[src/rtl/fcsi_pkg.sv]
package fcsi_pkg;

    localparam int CODE_W = 8;

    localparam logic [CODE_W-1:0] K_UNLOCK_A  = 8'hAA;
    localparam logic [CODE_W-1:0] K_UNLOCK_B  = 8'h55;
    localparam logic [CODE_W-1:0] K_FAST_ON   = 8'h20;
    localparam logic [CODE_W-1:0] K_ERASE_SET = 8'h80;
    localparam logic [CODE_W-1:0] K_ERASE_ALL = 8'h10;
    localparam logic [CODE_W-1:0] K_ERASE_SEC = 8'h30;
    localparam logic [CODE_W-1:0] K_FAST_PROG = 8'hA0;
    localparam logic [CODE_W-1:0] K_FAST_OFF1 = 8'h90;
    localparam logic [CODE_W-1:0] K_FAST_OFF2 = 8'h00;

    localparam int          UNL_ABITS = 11;
    localparam logic [10:0] K_ADR_A   = 11'h555;
    localparam logic [10:0] K_ADR_B   = 11'h2AA;

    typedef enum logic [3:0] {
        ST_READ,
        ST_UNL1,
        ST_UNL2,
        ST_ESETUP,
        ST_EUNL1,
        ST_EUNL2,
        ST_FP_IDLE,
        ST_FP_DATA,
        ST_FP_OFF
    } seq_st_e;

    typedef struct packed {
        logic unl_a;
        logic unl_b;
        logic fast_on;
        logic erase_set;
        logic erase_all;
        logic erase_sec;
        logic fast_prog;
        logic fast_off1;
        logic fast_off2;
    } wr_class_t;

    function automatic logic is_fast_state(input seq_st_e s);
        return (s == ST_FP_IDLE) || (s == ST_FP_DATA) || (s == ST_FP_OFF);
    endfunction

endpackage

[src/rtl/fcsi_classify.sv]
module fcsi_classify
    import fcsi_pkg::*;
(
    input  logic [UNL_ABITS-1:0] adr_low,
    input  logic [CODE_W-1:0]    code,
    output wr_class_t            cls
);
    always_comb begin
        cls           = '0;
        cls.unl_a     = (adr_low == K_ADR_A) && (code == K_UNLOCK_A);
        cls.unl_b     = (adr_low == K_ADR_B) && (code == K_UNLOCK_B);
        cls.fast_on   = (code == K_FAST_ON);
        cls.erase_set = (code == K_ERASE_SET);
        cls.erase_all = (code == K_ERASE_ALL);
        cls.erase_sec = (code == K_ERASE_SEC);
        cls.fast_prog = (code == K_FAST_PROG);
        cls.fast_off1 = (code == K_FAST_OFF1);
        cls.fast_off2 = (code == K_FAST_OFF2);
    end
endmodule

[src/rtl/fcsi_mode.sv]
module fcsi_mode (
    input  logic clk,
    input  logic rst,
    input  logic accel,
    input  logic set_cmd,
    input  logic clr_cmd,
    output logic bypass
);
    logic cmd_q;

    always_ff @(posedge clk) begin
        if (rst)          cmd_q <= 1'b0;
        else if (set_cmd) cmd_q <= 1'b1;
        else if (clr_cmd) cmd_q <= 1'b0;
    end

    assign bypass = cmd_q | accel;

    AST_SET_ONLY_NORMAL: assert property (@(posedge clk) disable iff (rst)
        set_cmd |-> !bypass);
    AST_CLR_ONLY_FAST: assert property (@(posedge clk) disable iff (rst)
        clr_cmd |-> bypass);
endmodule

[src/rtl/fcsi_seq.sv]
module fcsi_seq
    import fcsi_pkg::*;
#(
    parameter int ADDR_W   = 20,
    parameter int DATA_W   = 8,
    parameter int SECT_LSB = 15,
    localparam int SECT_W  = ADDR_W - SECT_LSB
) (
    input  logic              clk,
    input  logic              rst,
    input  logic              wr_en,
    input  logic [ADDR_W-1:0] wr_addr,
    input  logic [DATA_W-1:0] wr_data,
    input  wr_class_t         cls,
    input  logic              bypass,
    output logic              set_cmd,
    output logic              clr_cmd,
    output logic              prog_stb,
    output logic [ADDR_W-1:0] prog_addr,
    output logic [DATA_W-1:0] prog_data,
    output logic              chip_stb,
    output logic              sect_stb,
    output logic [SECT_W-1:0] sect_addr
);
    seq_st_e st_q, st_eff, st_d;
    logic    fire_prog, fire_chip, fire_sect;

    always_comb begin
        st_eff = st_q;
        if (bypass && !is_fast_state(st_q))      st_eff = ST_FP_IDLE;
        else if (!bypass && is_fast_state(st_q)) st_eff = ST_READ;

        st_d      = st_eff;
        set_cmd   = 1'b0;
        clr_cmd   = 1'b0;
        fire_prog = 1'b0;
        fire_chip = 1'b0;
        fire_sect = 1'b0;

        if (wr_en) begin
            unique case (st_eff)
                ST_READ:   st_d = cls.unl_a ? ST_UNL1 : ST_READ;
                ST_UNL1:   st_d = cls.unl_b ? ST_UNL2 : ST_READ;
                ST_UNL2: begin
                    if (cls.fast_on) begin
                        set_cmd = 1'b1;
                        st_d    = ST_FP_IDLE;
                    end else if (cls.erase_set) begin
                        st_d = ST_ESETUP;
                    end else begin
                        st_d = ST_READ;
                    end
                end
                ST_ESETUP: st_d = cls.unl_a ? ST_EUNL1 : ST_READ;
                ST_EUNL1:  st_d = cls.unl_b ? ST_EUNL2 : ST_READ;
                ST_EUNL2: begin
                    fire_chip = cls.erase_all;
                    fire_sect = cls.erase_sec;
                    st_d      = ST_READ;
                end
                ST_FP_IDLE: begin
                    if (cls.fast_prog)      st_d = ST_FP_DATA;
                    else if (cls.fast_off1) st_d = ST_FP_OFF;
                    else                    st_d = ST_FP_IDLE;
                end
                ST_FP_DATA: begin
                    fire_prog = 1'b1;
                    st_d      = ST_FP_IDLE;
                end
                ST_FP_OFF: begin
                    if (cls.fast_off2) begin
                        clr_cmd = 1'b1;
                        st_d    = ST_READ;
                    end else begin
                        st_d = ST_FP_IDLE;
                    end
                end
                default:   st_d = ST_READ;
            endcase
        end
    end

    always_ff @(posedge clk) begin
        if (rst) begin
            st_q     <= ST_READ;
            prog_stb <= 1'b0;
            chip_stb <= 1'b0;
            sect_stb <= 1'b0;
        end else begin
            st_q     <= st_d;
            prog_stb <= fire_prog;
            chip_stb <= fire_chip;
            sect_stb <= fire_sect;
        end
    end

    always_ff @(posedge clk) begin
        if (rst) begin
            prog_addr <= '0;
            prog_data <= '0;
            sect_addr <= '0;
        end else begin
            if (fire_prog) begin
                prog_addr <= wr_addr;
                prog_data <= wr_data;
            end
            if (fire_sect) sect_addr <= wr_addr[ADDR_W-1:SECT_LSB];
        end
    end

    AST_IDLE_NO_WRITE: assert property (@(posedge clk) disable iff (rst)
        !wr_en |=> !(prog_stb || chip_stb || sect_stb));
endmodule

[src/rtl/flash_cmd_decoder.sv]
module flash_cmd_decoder
    import fcsi_pkg::*;
#(
    parameter int ADDR_W   = 20,
    parameter int DATA_W   = 8,
    parameter int SECT_LSB = 15,
    localparam int SECT_W  = ADDR_W - SECT_LSB
) (
    input  logic              clk,
    input  logic              rst,
    input  logic              wr_en,
    input  logic [ADDR_W-1:0] wr_addr,
    input  logic [DATA_W-1:0] wr_data,
    input  logic              accel,
    output logic              prog_stb,
    output logic [ADDR_W-1:0] prog_addr,
    output logic [DATA_W-1:0] prog_data,
    output logic              chip_erase_stb,
    output logic              sect_erase_stb,
    output logic [SECT_W-1:0] sect_addr,
    output logic              bypass_mode
);
    wr_class_t cls;
    logic      set_cmd, clr_cmd;

    fcsi_classify u_cls (
        .adr_low (wr_addr[UNL_ABITS-1:0]),
        .code    (wr_data[CODE_W-1:0]),
        .cls     (cls)
    );

    fcsi_mode u_mode (
        .clk     (clk),
        .rst     (rst),
        .accel   (accel),
        .set_cmd (set_cmd),
        .clr_cmd (clr_cmd),
        .bypass  (bypass_mode)
    );

    fcsi_seq #(
        .ADDR_W   (ADDR_W),
        .DATA_W   (DATA_W),
        .SECT_LSB (SECT_LSB)
    ) u_seq (
        .clk       (clk),
        .rst       (rst),
        .wr_en     (wr_en),
        .wr_addr   (wr_addr),
        .wr_data   (wr_data),
        .cls       (cls),
        .bypass    (bypass_mode),
        .set_cmd   (set_cmd),
        .clr_cmd   (clr_cmd),
        .prog_stb  (prog_stb),
        .prog_addr (prog_addr),
        .prog_data (prog_data),
        .chip_stb  (chip_erase_stb),
        .sect_stb  (sect_erase_stb),
        .sect_addr (sect_addr)
    );

    AST_ONE_STROBE: assert property (@(posedge clk) disable iff (rst)
        $onehot0({prog_stb, chip_erase_stb, sect_erase_stb}));
    AST_PROG_IN_FAST: assert property (@(posedge clk) disable iff (rst)
        prog_stb |-> $past(bypass_mode && wr_en));
    AST_ERASE_IN_NORMAL: assert property (@(posedge clk) disable iff (rst)
        (chip_erase_stb || sect_erase_stb) |-> $past(!bypass_mode && wr_en));
    AST_RESET_QUIET: assert property (@(posedge clk)
        rst |=> !(prog_stb || chip_erase_stb || sect_erase_stb));
endmodule

[config.mk]
export PLATFORM = sky130hd
export DESIGN_NAME = flash_cmd_decoder
export DESIGN_NICKNAME = d
export VERILOG_FILES = /design/src/rtl/fcsi_pkg.sv /design/src/rtl/fcsi_classify.sv /design/src/rtl/fcsi_mode.sv /design/src/rtl/fcsi_seq.sv /design/src/rtl/flash_cmd_decoder.sv
export SDC_FILE = /design/constraint.sdc
export NUM_CORES = 1
export LEC_CHECK = 0
export ABC_AREA = 1
export CAP_MARGIN = 20
export CORE_MARGIN = 4
export CORE_UTILIZATION = 49
export DETAILED_ROUTE_END_ITERATION = 10
export PLACE_DENSITY = 0.95
export SLEW_MARGIN = 10
export SYNTH_ARGS = -nofsm -noshare
export SYNTH_HDL_FRONTEND = slang
export SYNTH_SLANG_ARGS = --single-unit
[constraint.sdc]
create_clock -name clk -period 4 [get_ports clk]
set_input_delay 0.8 -clock clk [delete_from_list [all_inputs] [get_ports clk]]
set_output_delay 0.8 -clock clk [all_outputs]
set_load 0.05 [all_outputs]
Word level (Yosys, flattened, before mapping)
Cells that the tools add are included.
{ "word_totals": {"inputBits": 32, "word_cells": 69, "output_inout_bits": 37, "ff_bits": 41} }
{ "classes": {"n_eq_ne": 21, "muxes": 25, "n_reduce_logical": 12, "n_bitwise": 3} }
{ "ops": {"columns": ["op", "count"], "rows": [
  ["8-bit == test, second input constant", 4],
  ["4-bit case mux with 8 select lines", 1],
  ["4-bit by 3-bit == test with 1-bit output, second input constant", 6],
  ["4-bit 2-to-1 mux", 6],
  ["8-bit by 6-bit == test with 1-bit output, second input constant", 2],
  ["1-bit 2-to-1 mux", 13],
  ["11-bit by 10-bit == test with 1-bit output, second input constant", 1],
  ["11-bit == test, second input constant", 1],
  ["3-bit 2-to-1 mux", 3],
  ["4-bit by 2-bit == test with 1-bit output, second input constant", 2],
  ["4-bit == test, second input constant", 2],
  ["8-bit by 5-bit == test with 1-bit output, second input constant", 1],
  ["8-bit by 7-bit == test with 1-bit output, second input constant", 1],
  ["8-bit zero test", 1],
  ["4-bit by 1-bit == test with 1-bit output, second input constant", 1],
  ["1-bit logical AND", 4],
  ["4-bit zero test", 1],
  ["2-bit 2-to-1 mux", 2],
  ["3-bit OR reduction", 1],
  ["1-bit zero test", 2],
  ["1-bit logical OR", 2],
  ["1-bit NOT", 2],
  ["2-bit nonzero test", 1],
  ["1-bit bitwise OR", 1]
]} }

Logic depth before layout (Yosys ltp)
{ "depth": {"ltp_word": 11, "depth_mapped": 14, "ltp_nobuf": 14} }

Cells and area by module
A second synthesis with hierarchy kept.
{ "unflattened": {"hier_cells": 300, "area_unflattened_um2": 2105.8} }
{ "modules_own_cells": {"columns": ["mod", "seq_area_each_um2", "area_per_inst_um2", "instances", "cells_per_inst"], "rows": [
  ["fcsi_seq", 800.8, 1794.2, 1, 237],
  ["fcsi_classify", 0.0, 269.0, 1, 57],
  ["fcsi_mode", 20.0, 42.5, 1, 6]
]} }

Worst setup path after synthesis
Ideal clock, no wire load.
{ "synth_path": {"path_kind": "input to register", "from": "input port accel", "to": "register u_seq.prog_addr[4]", "t_required_ns": 3.868, "path_buffers": 1, "setup_slack_ns": 1.729, "t_arrival_ns": 2.139, "setup_ns": 0.132, "stages": 12, "path_cell_list": "nor2_4 -> inv_2 -> nand3_4 -> nand2_2 -> nand2_1 -> nor2_4 -> nand2_4 -> nor2_8 -> inv_2 -> buf_6 -> nand2_1 -> a21oi_1"} }
{ "synth_between": {"elab_chain_len": 8, "word_cells_on_any_way": 9, "cone_classes": "eq/ne: 1; mux: 4; bitwise: 1; reduce/logical: 3"} }
{ "synth_rtl": {"columns": ["element", "line_no", "source"], "rows": [
  ["start: declaration", "flash_cmd_decoder.sv:14", "input logic accel,"],
  ["1-bit bitwise OR *", "fcsi_mode.sv:17", "assign bypass = cmd_q | accel;"],
  ["net bypass_mode", "flash_cmd_decoder.sv:21", "output logic bypass_mode"],
  ["1-bit zero test", "fcsi_seq.sv:31", "else if (!bypass && is_fast_state(st_q)) st_eff = ST_READ;"],
  ["1-bit logical AND", "fcsi_seq.sv:31", null],
  ["4-bit 2-to-1 mux", "fcsi_seq.sv:31", null],
  ["4-bit 2-to-1 mux *", "fcsi_seq.sv:30", "if (bypass && !is_fast_state(st_q)) st_eff = ST_FP_IDLE;"],
  ["4-bit by 3-bit == test with 1-bit output *", "fcsi_seq.sv:41", "unique case (st_eff)"],
  ["1-bit 2-to-1 mux *", "fcsi_seq.sv:41", null],
  ["1-bit 2-to-1 mux *", "fcsi_seq.sv:40", "if (wr_en) begin"],
  ["end signal: assignment", "fcsi_seq.sv:104", "prog_addr <= wr_addr;"],
  ["end: declaration", "fcsi_seq.sv:19", "output logic [ADDR_W-1:0] prog_addr,"]
]} }
Mark *: on every way through the listed nets, which the timed path passes. The rest lies on a longest branch.
A chain may end at the register's enable or synchronous reset.

Final worst setup path
{ "layout_path": {"from": "input port accel", "to": "output port bypass_mode"} }
{ "layout_between": {"elab_chain_len": 1} }
{ "layout_rtl": {"columns": ["element", "line_no"], "rows": [
  ["1-bit bitwise OR", "fcsi_mode.sv:17"],
  ["end: declaration", "flash_cmd_decoder.sv:21"]
]} }
No other way between the ends.

==> results by group <==
Outcome
  – Outcome: complete, no violations

Clock network
  – Resized cells post-CTS: 0
  – Root buffer selected by CTS: clkbuf_8
  – Clock Tree Buf Depth: 2
  – CTS tree: built
  – Clock-pin slew on the worst setup and hold paths: 0.08 ns
  – CTS Buf Count: 5
  – Later-pin clock latency in the skew report: 0.30 ns
  – CTS Hold Buffers Added: 0
  – CTS sink cnt: 41
  – Postcts setup bufs: 0
  – CTS H-Tree Depth: 2

Logic synthesis
  – Synthesized flop and latch total: 41
  – Netlist Area Pre-Place: 2050 um2
  – Largest family of logic cells by synthesized area: simple AND/OR/NAND/NOR gates
  – Complex-gate fraction of the synthesized area: 14.7%
  – Dominant cells by area after synthesis: dfxtp_1, nand2_1, nor2_1, a211oi_2, inv_1
  – Synth Area in Simple Gates: 36.0%
  – Syn nets: 311
  – Seq/Total Area, Yosys: 40.1%
  – Adder-cell share of the synthesized area: 0%
  – Xor/xnor share of the synthesized area: 0%
  – Synthesis warning total: 0
  – Yosys top cell area share: 40.1%
  – Syn avg cell area: 7.33 um2
  – Leading area contributor after synthesis: dfxtp_1
  – Yosys cell types: 30
  – Mux contribution to synthesized area: 0%
  – Gate Count Post-Synth: 279

Routing
  – Drt drc: 0
  – Total number of vias: 2,134
  – Via/cell ratio: 5.38
  – WL/cell: 13.8 um
  – Detailed Route WL: 5470 um
  – Length of the first detailed-routing pass in iterations: 5
  – Final ANT Viol Nets: 0
  – 1st-iter DRT viols: 183

Finish
  – Core Util, Final: 70.0%
  – Ant. Diodes: 0
  – Area Overhead vs Synth: 37.8%
  – Final net count: 378
  – Most common cell after layout, fill and taps aside: clkdlybuf4s50_1
  – Commonest non-fill, non-tap cells in the layout: clkdlybuf4s50_1, nand2_1, nor2_1
  – Final instance area: 2820 um2
  – Share of post-route cells with drive strength above 1: 10.1%
  – Fill count: 332

Worst setup path
  – CP Buf/Inv Count: 3
  – CP delay by family, top: buffers and inverters
  – Crit start category: input pin
  – Critical Path AT: 2.25 ns
  – Worst path cell trace: clkdlybuf4s50_1, nor2_4, inv_2, clkdlybuf4s50_1
  – Cell mode on critical path: clkdlybuf4s50_1
  – Maximum fanout along the worst path: 5
  – CP max stage cell: clkdlybuf4s50_1
  – WP data required: 3.20 ns
  – Worst path max stage delay: 0.80 ns
  – CP Capture Type: output port
  – CP Class: in2out

Floorplanning
  – Die height: 72.6 um
  – Initial cell density of the core: 50.8%
  – Die Width: 72.6 um
  – IO Pins: 69
  – Core ar.: 4030 um2
  – Row Count: 23
  – Die ar.: 5270 um2

GRT
  – Overflow after GRT: 0
  – First-pass GRT wire length: 9340 um
  – Number of global-route vias before repair: 2,180
  – Largest net degree at the start of global routing: 33
  – Initial antenna violation count: 0
  – Tot GR Track Use: 22.4%

Flow run
  – Max Cap Viol: 0

STA
  – Setup WS post-layout: 0.952 ns
  – Worst Skew: 0.00564 ns
  – Slew Viols, Final: 0
  – Finish-stage setup viols: 0
  – Final period utilization: 76.2%
  – Worst Tran Pin Value: 0.596 ns
  – RSZ-0062 raised after global routing: false
  – Slew HR: 60.1%
  – Fin crit period: 3.05 ns
  – Endpoints failing hold: 0
  – Fin Setup TNS: 0 ns
  – Fmax: 328 MHz

Place
  – PortBufs: 68
  – Final GP Congestion: 0.954
  – Place WS: 0.793 ns
  – DP HPWL: 4080 um
  – Area after DPL: 2730 um2

Power
  – Power Internal: 0.571 mW
  – Clock Power Share: 34.7%
  – Total Power: 0.773 mW
  – Gate power share: 12.1%
  – Peak supply drop: 0.235 mV
  – Sequential Power Share: 53.2%
  – P_sw: 0.203 mW
  – Sw Ratio: 26.2%
  – PD cells: 274 nW/um2
  – P_leak: 1.07 nW

Worst hold path
  – Worst hold path class: reg2reg
## path summary, 6_finish.rpt
check / startpoint / depth (start not counted) / slack (ns) / endpoint
worst max-delay path: accel / 4 / 0.95 / bypass_mode
worst max register to register: u_seq.st_q[3] / 11 / 1.65 / u_seq.prog_addr[1]
worst min register to register: u_seq.prog_addr[2] / 2 / 0.46 / u_seq.prog_addr[2]
worst min-delay path: u_seq.prog_addr[2] / 2 / 0.46 / u_seq.prog_addr[2]
## state kept, by name (all words and copies together) (netlist names)
name,flops
u_seq.prog_addr,20
u_seq.prog_data,8
u_seq.sect_addr,5
u_seq.st_q,4
u_mode.cmd_q,1
u_seq.chip_stb,1
u_seq.prog_stb,1
u_seq.sect_stb,1
## tightest hold or removal path: cells and delay by family (launching register included)
kind | cells | cell delay, ns
DFF | 1 | 0.31
and+or+nand+nor | 1 | 0.06
AOI/OAI and AO/OA | 1 | 0.05
## through the flow
step | hold WS, ns | std cells
6_report | 0.464 | 397
5_1_grt | 0.495 | 397
4_1_cts | 0.467 | 397
3_5_place_dp | 0.455 | 389
3_3_place_gp | 0.446 | 389
2_1_floorplan | 0.479 | 279
## layout make-up
type | count | area [um2] | share of cell area (%)
multi-input combinational | 197 | 1040 | 36.8
sequential | 41 | 821 | 29.1
inverter | 31 | 116 | 4.13
tap | 50 | 62.6 | 2.22
timing repair buffer | 70 | 696 | 24.7
clock inverter | 3 | 17.5 | 0.621
clock buffer | 5 | 68.8 | 2.44
## logic make-up (layout without fill, tap and decap cells)
family | Yosys count | count (layout)
AND/OR/NAND/NOR | 157 | 157
AO/OA/AOI/OAI | 40 | 40
flip-flops | 41 | 41
buffers and inverters | 41 | 109
## synth_stat cells
cell and instances:
nand2_1 58, nor2_1 45, dfxtp_1 41, inv_1 29, a21oi_1 20, nand3_1 16, a211oi_2 12, nor3_1 12
nand4_1 11, buf_6 4, clkbuf_1 4, nand2_2 3, a211oi_1 2, a31oi_1 2, inv_2 2, nor2_4 2
nor4_1 2, o21ai_0 2, and2_1 1, buf_1 1, buf_4 1, nand2_4 1, nand3_4 1, nand3b_1 1
nand4_2 1, nor2_2 1, nor2_8 1, o21ai_1 1, o31ai_1 1, or2_2 1
## per-layer routing
layer / share of wire (%) / track usage [%]
met4: 2.3 / 10.0
met5: 0 / 0
met3: 9.3 / 9.09
met1: 40 / 24.5
met2: 49 / 37.9
## power by group through the flow
stage | Clock, mW | Combinational [mW] | Sequential [mW]
floorplan | 0 | 0.0455 | 0.421
global placement | 0 | 0.0909 | 0.421
detailed placement | 0 | 0.0921 | 0.421
CTS | 0.273 | 0.0928 | 0.411
global route | 0.294 | 0.103 | 0.412
finish | 0.268 | 0.0936 | 0.411
(Power assumes the default switching activity.)
